### src/rtl/uart_rx_tagq.sv
module uart_rx_tagq #(
  parameter int DEPTH = 16,
  localparam int AW = $clog2(DEPTH),
  localparam int LW = AW + 1
) (
  input  logic          clk,
  input  logic          rst_n,
  input  logic          tick16,
  input  logic          rxd,
  input  logic [1:0]    word_len,
  input  logic          par_en,
  input  logic          par_odd,
  input  logic          pop,
  input  logic          status_rd,
  output logic [7:0]    rd_data,
  output logic          rd_perr,
  output logic          rd_ferr,
  output logic          rd_brk,
  output logic          data_ready,
  output logic [LW-1:0] level,
  output logic          overrun
);

  typedef enum logic [2:0] {S_IDLE, S_START, S_DATA, S_PAR, S_STOP} st_t;

  st_t        st;
  logic       rx_q1, rx_s, ln_prev;
  logic [3:0] cnt;
  logic [2:0] nbit;
  logic [7:0] sh;
  logic       pbit;
  logic       wr_en;
  logic [10:0] wr_word;
  logic [10:0] mem [DEPTH];
  logic [AW-1:0] wp, rp;

  wire [2:0] last_bit = 3'd4 + {1'b0, word_len};
  wire [7:0] data_al  = sh >> (2'd3 - word_len);
  wire       mid      = tick16 && cnt == 4'd15;
  wire       full     = level == LW'(DEPTH);
  wire       do_pop   = pop && level != '0;
  wire       do_wr    = wr_en && !full;

  always_ff @(posedge clk) begin
    if (!rst_n) begin
      rx_q1 <= 1'b1;
      rx_s  <= 1'b1;
    end else begin
      rx_q1 <= rxd;
      rx_s  <= rx_q1;
    end
  end

  always_ff @(posedge clk) begin
    if (!rst_n) begin
      st      <= S_IDLE;
      ln_prev <= 1'b1;
      cnt     <= '0;
      nbit    <= '0;
      sh      <= '0;
      pbit    <= 1'b0;
      wr_en   <= 1'b0;
      wr_word <= '0;
    end else begin
      wr_en <= 1'b0;
      if (tick16) begin
        ln_prev <= rx_s;
        cnt     <= cnt + 4'd1;
      end
      case (st)
        S_IDLE: if (tick16 && ln_prev && !rx_s) begin
          st  <= S_START;
          cnt <= 4'd1;
        end
        S_START: if (tick16 && cnt == 4'd7) begin
          cnt  <= '0;
          nbit <= '0;
          sh   <= '0;
          st   <= rx_s ? S_IDLE : S_DATA;
        end
        S_DATA: if (mid) begin
          sh   <= {rx_s, sh[7:1]};
          nbit <= nbit + 3'd1;
          if (nbit == last_bit) st <= par_en ? S_PAR : S_STOP;
        end
        S_PAR: if (mid) begin
          pbit <= rx_s;
          st   <= S_STOP;
        end
        S_STOP: if (mid) begin
          wr_en   <= 1'b1;
          wr_word <= {data_al == 8'd0 && !(par_en && pbit) && !rx_s,
                      !rx_s,
                      par_en && ((^data_al ^ pbit) != par_odd),
                      data_al};
          st      <= S_IDLE;
        end
        default: st <= S_IDLE;
      endcase
    end
  end

  always_ff @(posedge clk) begin
    if (do_wr) mem[wp] <= wr_word;
  end

  always_ff @(posedge clk) begin
    if (!rst_n) begin
      wp      <= '0;
      rp      <= '0;
      level   <= '0;
      overrun <= 1'b0;
    end else begin
      if (do_wr)  wp <= wp + 1'b1;
      if (do_pop) rp <= rp + 1'b1;
      level <= level + LW'(do_wr) - LW'(do_pop);
      if (status_rd) overrun <= 1'b0;
      if (wr_en && full) overrun <= 1'b1;
    end
  end

  assign {rd_brk, rd_ferr, rd_perr, rd_data} = mem[rp];
  assign data_ready = level != '0;

  a_r8_level_bound: assert property (@(posedge clk) disable iff (!rst_n)
    level <= LW'(DEPTH));
  a_r8_ready_after_write: assert property (@(posedge clk) disable iff (!rst_n)
    (wr_en && level == '0) |=> data_ready);
  a_r9_overrun_only_full: assert property (@(posedge clk) disable iff (!rst_n)
    $rose(overrun) |-> $past(level) == LW'(DEPTH));
  a_r9_discard_keeps_level: assert property (@(posedge clk) disable iff (!rst_n)
    (wr_en && full && !pop) |=> level == LW'(DEPTH));
  a_r6_break_has_ferr: assert property (@(posedge clk) disable iff (!rst_n)
    (data_ready && rd_brk) |-> rd_ferr);
  a_r7_pop_drops_level: assert property (@(posedge clk) disable iff (!rst_n)
    (do_pop && !wr_en) |=> level == $past(level) - 1'b1);

endmodule

### config.mk
export PLATFORM = sky130hd
export DESIGN_NAME = uart_rx_tagq
export DESIGN_NICKNAME = d
export VERILOG_FILES = /design/src/rtl/uart_rx_tagq.sv
export SDC_FILE = /design/constraint.sdc
export NUM_CORES = 1
export LEC_CHECK = 0
export ABC_CLOCK_PERIOD_IN_PS = 2900
export BUFFER_PORTS_ARGS = -buffer_cell sky130_fd_sc_hd__buf_2
export CAP_MARGIN = 20
export CORE_AREA = 3 3 120 151
export CTS_CLUSTER_DIAMETER = 120
export DETAILED_ROUTE_END_ITERATION = 16
export DIE_AREA = 0 0 123 154
export PLACE_DENSITY = 0.72
export SYNTH_ARGS = -nofsm -noshare
export SYNTH_HDL_FRONTEND = slang
export SYNTH_SLANG_ARGS = --single-unit
### constraint.sdc
create_clock -name clk -period 2.9 [get_ports clk]
set_input_delay 0.145 -clock clk [delete_from_list [all_inputs] [get_ports clk]]
set_output_delay 0.145 -clock clk [all_outputs]
set_load 0.03 [all_outputs]
==> Word-level counts from Yosys, hierarchy flattened <==
Memories as Yosys holds them, arrays and structs flattened. A register that Yosys moved wholly into a read port is not among the register bits.
Cells that the tools add are included.
Widths: inputs -> output; s select.
{ "op_classes": {"n_eq_ne": 15, "muxes": 26, "n_addsub": 8, "n_reduce_logical": 25, "shift": 1, "bitwise_logic": 1} }
{ "ops": {"columns": ["cell", "n"], "rows": [
  ["$mux 3", 9],
  ["$mux 4", 5],
  ["$mux 8", 2],
  ["$pmux 8 s2", 1],
  ["$pmux 3 s5", 1],
  ["$add 4x1->4 const B", 3],
  ["$ne 2x2->1 const B", 6],
  ["$logic_and 1x1->1", 11],
  ["$logic_not 8->1", 1],
  ["$pmux 4 s2", 1],
  ["$reduce_xor 8->1", 1],
  ["$shr 8x2->8", 1],
  ["$eq 3x2->1 const B", 2],
  ["$pmux 3 s2", 1],
  ["$reduce_and 2->1", 3],
  ["$reduce_and 6->1", 1],
  ["$add 5x1->5", 1],
  ["$eq 5x5->1 const B", 1],
  ["$mux 1", 5],
  ["$reduce_bool 5->1", 1],
  ["$sub 5x1->5", 1],
  ["$eq 4x3->1 const B", 1],
  ["$eq 4x4->1 const B", 1],
  ["$reduce_bool 2->1", 2],
  ["12 further kinds", 14]
]} }
{ "word_totals": {"out_inout_bits": 18, "ram_bits": 176, "ff_bits": 48, "in_bits": 10, "mem_count": 1, "word_cells": 91} }
{ "mem_list": {"columns": ["name", "depth", "word_bits", "rd", "rd_clocked_by_memory_dff", "write_ports", "line_no", "source"], "rows": [
  ["mem", 16, 11, 1, 1, 1, "34", "logic [10:0] mem [DEPTH];"]
]} }

==> Depth between registers and ports, before layout <==
{ "depth": {"word_depth": 6, "depth_mapped": 15, "depth_no_buf": 14} }

==> Worst setup path after synthesis <==
Ideal clock, no wire load.
{ "synth_timing": {"path_type": "reg-to-reg", "from": "reg level[3]", "to": "reg level[4]", "arrival_ns": 2.948, "path_stages_with_launch": 16, "synth_period_minus_slack_ns": 3.068, "path_buffers": 1, "t_required_ns": 2.779, "setup_time_ns": 0.121, "slack_ns": -0.168, "path_cell_list": "dfxtp_1 -> inv_1 -> ha_1 -> or4b_1 -> clkbuf_1 -> nand2_1 -> inv_1 -> ha_1 -> inv_1 -> ha_1 -> inv_1 -> fa_1 -> nand2b_1 -> a21oi_1 -> o21ai_0 -> nor3b_1"} }
{ "synth_between": {"word_cells_on_any_way": 7, "classes_between": "add/sub (2); eq/ne (1); reduce/logical (4)"} }
{ "synth_rtl": {"columns": ["item", "line_no", "source"], "rows": [
  ["from (decl)", "20", "output logic [LW-1:0] level,"],
  ["from (signal assigned)", "116", "level <= level + LW'(do_wr) - LW'(do_pop);"],
  ["$reduce_bool 5->1", null, null],
  ["via data_ready", "19", "output logic data_ready,"],
  ["$logic_and 1x1->1", "41", "wire do_pop = pop && level != '0;"],
  ["$sub 5x1->5", "116", null]
]} }
The timed path passes the listed nets, and every way through them passes these cells.
A chain may end at the register's enable or synchronous reset.

==> Final worst setup path <==
{ "layout_timing": {"from": "reg level[2]", "to": "reg level[4]"} }
{ "layout_between": {"elab_chain_len": 5, "word_cells_on_any_way": 7, "classes_between": "add/sub (2); eq/ne (1); reduce/logical (4)"} }
{ "layout_rtl": {"columns": ["item", "line_no", "source"], "rows": [
  ["$eq 5x5->1", "40", "wire full = level == LW'(DEPTH);"],
  ["$logic_not 1->1", "42", "wire do_wr = wr_en && !full;"],
  ["$logic_and 1x1->1", "42", null],
  ["$add 5x1->5", "116", null],
  ["$sub 5x1->5 *", "116", null]
]} }
Mark *: on every way between the ends. The rest lies on a longest branch, timed or not.

==> results by group <==
Run status
  • Status: complete, no violations

Setup path
  • Crit-path max FO: 3
  • CP Capture Type: flop
  • Kind of critical path: reg2reg
  • Worst reg2reg path startpoint: level[2]
  • Crit path DAT: 3150 ps
  • CP Launch Type: flop
  • Worst EP required: 3260 ps
  • Worst Setup SP: level[2]

GRT
  • Antenna violations before repair: 0
  • Vias in the first global route: 5280
  • Global-route wire length before repair: 30000 µm
  • Busiest metal layer after global routing: met2
  • Met1 Use GR: 26.3%
  • Met3 Use GR: 2.80%
  • Gr ovfl total: 0
  • Largest net degree at the start of global routing: 45
  • Overall routing resource usage: 21.1%
  • Met2 usage: 37.8%

Die
  • Initial Util: 55.6%
  • Die area: 0.0189 mm²
  • Die height: 154 µm
  • Core area: 0.0168 mm²
  • Num rows: 53
  • DIE WIDTH: 123 µm
  • # IOs: 28

Synth
  • Syn Nets: 589
  • Syn avg cell area: 16.6 µm²
  • EDFF count, synth: 176
  • Synth Area in Compound Gates: 2.72%
  • Synth Area in Adders: 2.49%
  • Post-synthesis cell count: 561
  • Most used DFF post-synth: edfxtp_1
  • Yosys cell types: 52
  • Synthesized cell area: 0.00933 mm²
  • Yosys Warn Count: 0
  • Post-synthesis mux area share: 15.8%
  • Simple-gate share of the synthesized area: 6.78%
  • Async S/R FF share, synth: 0%
  • Seq/Total Area, Yosys: 67.8%
  • Main combinational cell family by area after synthesis: multiplexers
  • Register bit total from synthesis: 228
  • Synth Area in XOR/XNOR: 1.88%

Layout
  • # fillers: 1169
  • Commonest non-fill, non-tap cell in the layout: edfxtp_1
  • Share of cells above drive strength 1: 25.4%
  • Layout area overhead: 14.1%
  • Fin nets: 641
  • Fin cells: 849
  • Most frequent cells in the layout: edfxtp_1, mux4_2, dfxtp_1, nor2_1, nand2_1
  • Finished Core Util: 63.4%
  • N_diodes: 0

STA
  • Max-slew headroom: 47.6%
  • Endpoints failing setup: 0
  • Fin. Hold Viols: 0
  • Max-slew violation count: 0
  • Fin Hold WS: 45.6 ps
  • Fin crit share: 96.2%
  • Worst Skew: 15.7 ps
  • Time the worst path needs with I/O delays and setup: 2790 ps
  • Tightest Pin Transition: 785 ps
  • Peak Freq: 359 MHz

Detailed routing
  • Post-Route WL: 19100 µm
  • DR iter-0 viols: 577
  • Number of nets with antenna violations after routing: 0
  • WL per Instance: 22.5 µm
  • Vias per cell: 5.90
  • DRC viols: 0
  • Via Count: 5011
  • Drt first pass iters: 5

Place
  • Port bufs: 27
  • Placed insts: 802
  • Hpwl dp: 11600 µm
  • Routability congestion estimate: 0.802

Clock tree
  • CTS tree: built
  • Root buffer cell: clkbuf_16
  • TritonCTS buffer count: 22
  • Sinks on Clock Net: 228
  • Worst-Skew Late Latency: 500 ps
  • H-tree depth: 1
  • Clk slew on worst S/H paths: 70 ps
  • Clock Path Buffers: 3

Min path
  • Hold WC Path Type: in2reg
  • Hold path start: tick16

Run
  • Max-cap check violation count: 0

Pwr
  • Lkg Pwr: 3.55 nW
  • Power Density: 780 mW/mm²
  • Max rail drop VDD: 0.000516 V
[where the power goes]
part           leakage (nW)  switching, mW  internal (mW)
Combinational          1.14          0.904          0.837
Clock                 0.370           1.17           1.77
Sequential             2.03         0.0852           3.53
[stage by stage]
stage	power [mW]	setup slack [ps]	TNS, ps	area, µm²
detailed placement	5.38	-24.3	-24.3	9800
global route	8.63	-12.4	-12.4	10600
CTS	8.34	6.76	0	10600
global placement	5.32	174	0	9800
finish	8.30	111	0	10600
floorplan	4.99	18.2	0	9340
[area by class of cell]
cell class              count  area, µm²  share of cell area (%)
clock buffers              29        618                    5.81
clock inverters            11        136                    1.28
repair buffers             57        413                    3.88
multi-input cells         286       2800                    26.3
well taps                 220        275                    2.59
inverters                  18       67.6                   0.635
flip-flops and latches    228       6330                    59.5
[kinds of logic after synthesis]
family                   after synthesis
multiplexers                          78
AO/OA/AOI/OAI                         40
buffers and inverters                 47
flip-flops                           228
XOR/XNOR                              20
adder cells (fa/ha/maj)               18
AND/OR/NAND/NOR                      130
[worst paths after layout]
| check | to | slack (ps) | cells after the start |
|---|---|---|---|
| max | level[4] | 110 | 14 |
| min | ln_prev | 50 | 3 |
| max reg2reg | level[4] | 110 | 14 |
| min reg2reg | rx_s | 420 | 1 |
[what timing repair did]
| action | CTS | global route |
|---|---|---|
| setup endpoints to repair | 1 | 1 |
| pin swaps | 0 | 3 |
| setup buffers | 0 | 1 |
| endpoints found under the hold margin | 7 | 0 |
| resized for setup | 2 | 6 |
| hold buffers | 6 | 0 |
[worst max-delay path: stages, from the launching register on]
cell and delay (ps):
dfxtp_2 340, inv_2 70, ha_2 180, or4b_4 490, nand2_4 100, inv_1 40, ha_1 260, inv_1 60
ha_1 170, inv_1 70, fa_2 360, nand2b_1 170, a21oi_2 140, o21ai_0 80, nor3b_1 140
[routing by layer]
metal  part of all wire, %  vias to the layer above
met4                   3.2                        0
met1                    37                     2536
met2                    54                      173
met5                     0                        -
met3                   5.5                       43
li1                      -                     2259
[sequential cells by signal, indices dropped and copies added (netlist names), named ones only]
name     count
wr_word     11
cnt          4
rx_s         1
wr_en        1
pbit         1
level        5
sh           8
rp           4
wp           4
mem        176
ln_prev      1
nbit         3
overrun      1
st           3
rx_q1        1
[synth_stat cells, types with 2 or more instances]
library cell | count | area [µm²]
buf_6 | 3 | 33.8
o31ai_1 | 2 | 15.0
nand3b_1 | 4 | 30.0
inv_1 | 17 | 63.8
xnor2_1 | 10 | 87.6
xor2_1 | 10 | 87.6
buf_1 | 8 | 30.0
nand2_1 | 31 | 116
and2_1 | 4 | 25.0
ha_1 | 17 | 213
edfxtp_1 | 176 | 5290
a21oi_1 | 18 | 90.1
nor3b_1 | 3 | 22.5
buf_2 | 3 | 15.0
clkbuf_1 | 9 | 33.8
mux2i_1 | 20 | 200
and3_1 | 2 | 12.5
dfxtp_1 | 52 | 1040
a21o_1 | 2 | 15.0
mux2_2 | 3 | 33.8
nand3_1 | 12 | 60.1
mux4_2 | 55 | 1240
buf_8 | 2 | 30.0
nand4_1 | 4 | 25.0
o211ai_1 | 2 | 15.0
nand2b_1 | 10 | 62.6
nor3_1 | 8 | 40.0
buf_4 | 3 | 22.5
a211oi_1 | 2 | 15.0
o21ai_0 | 5 | 25.0
nor2_1 | 43 | 161
(Power assumes the default switching activity.)
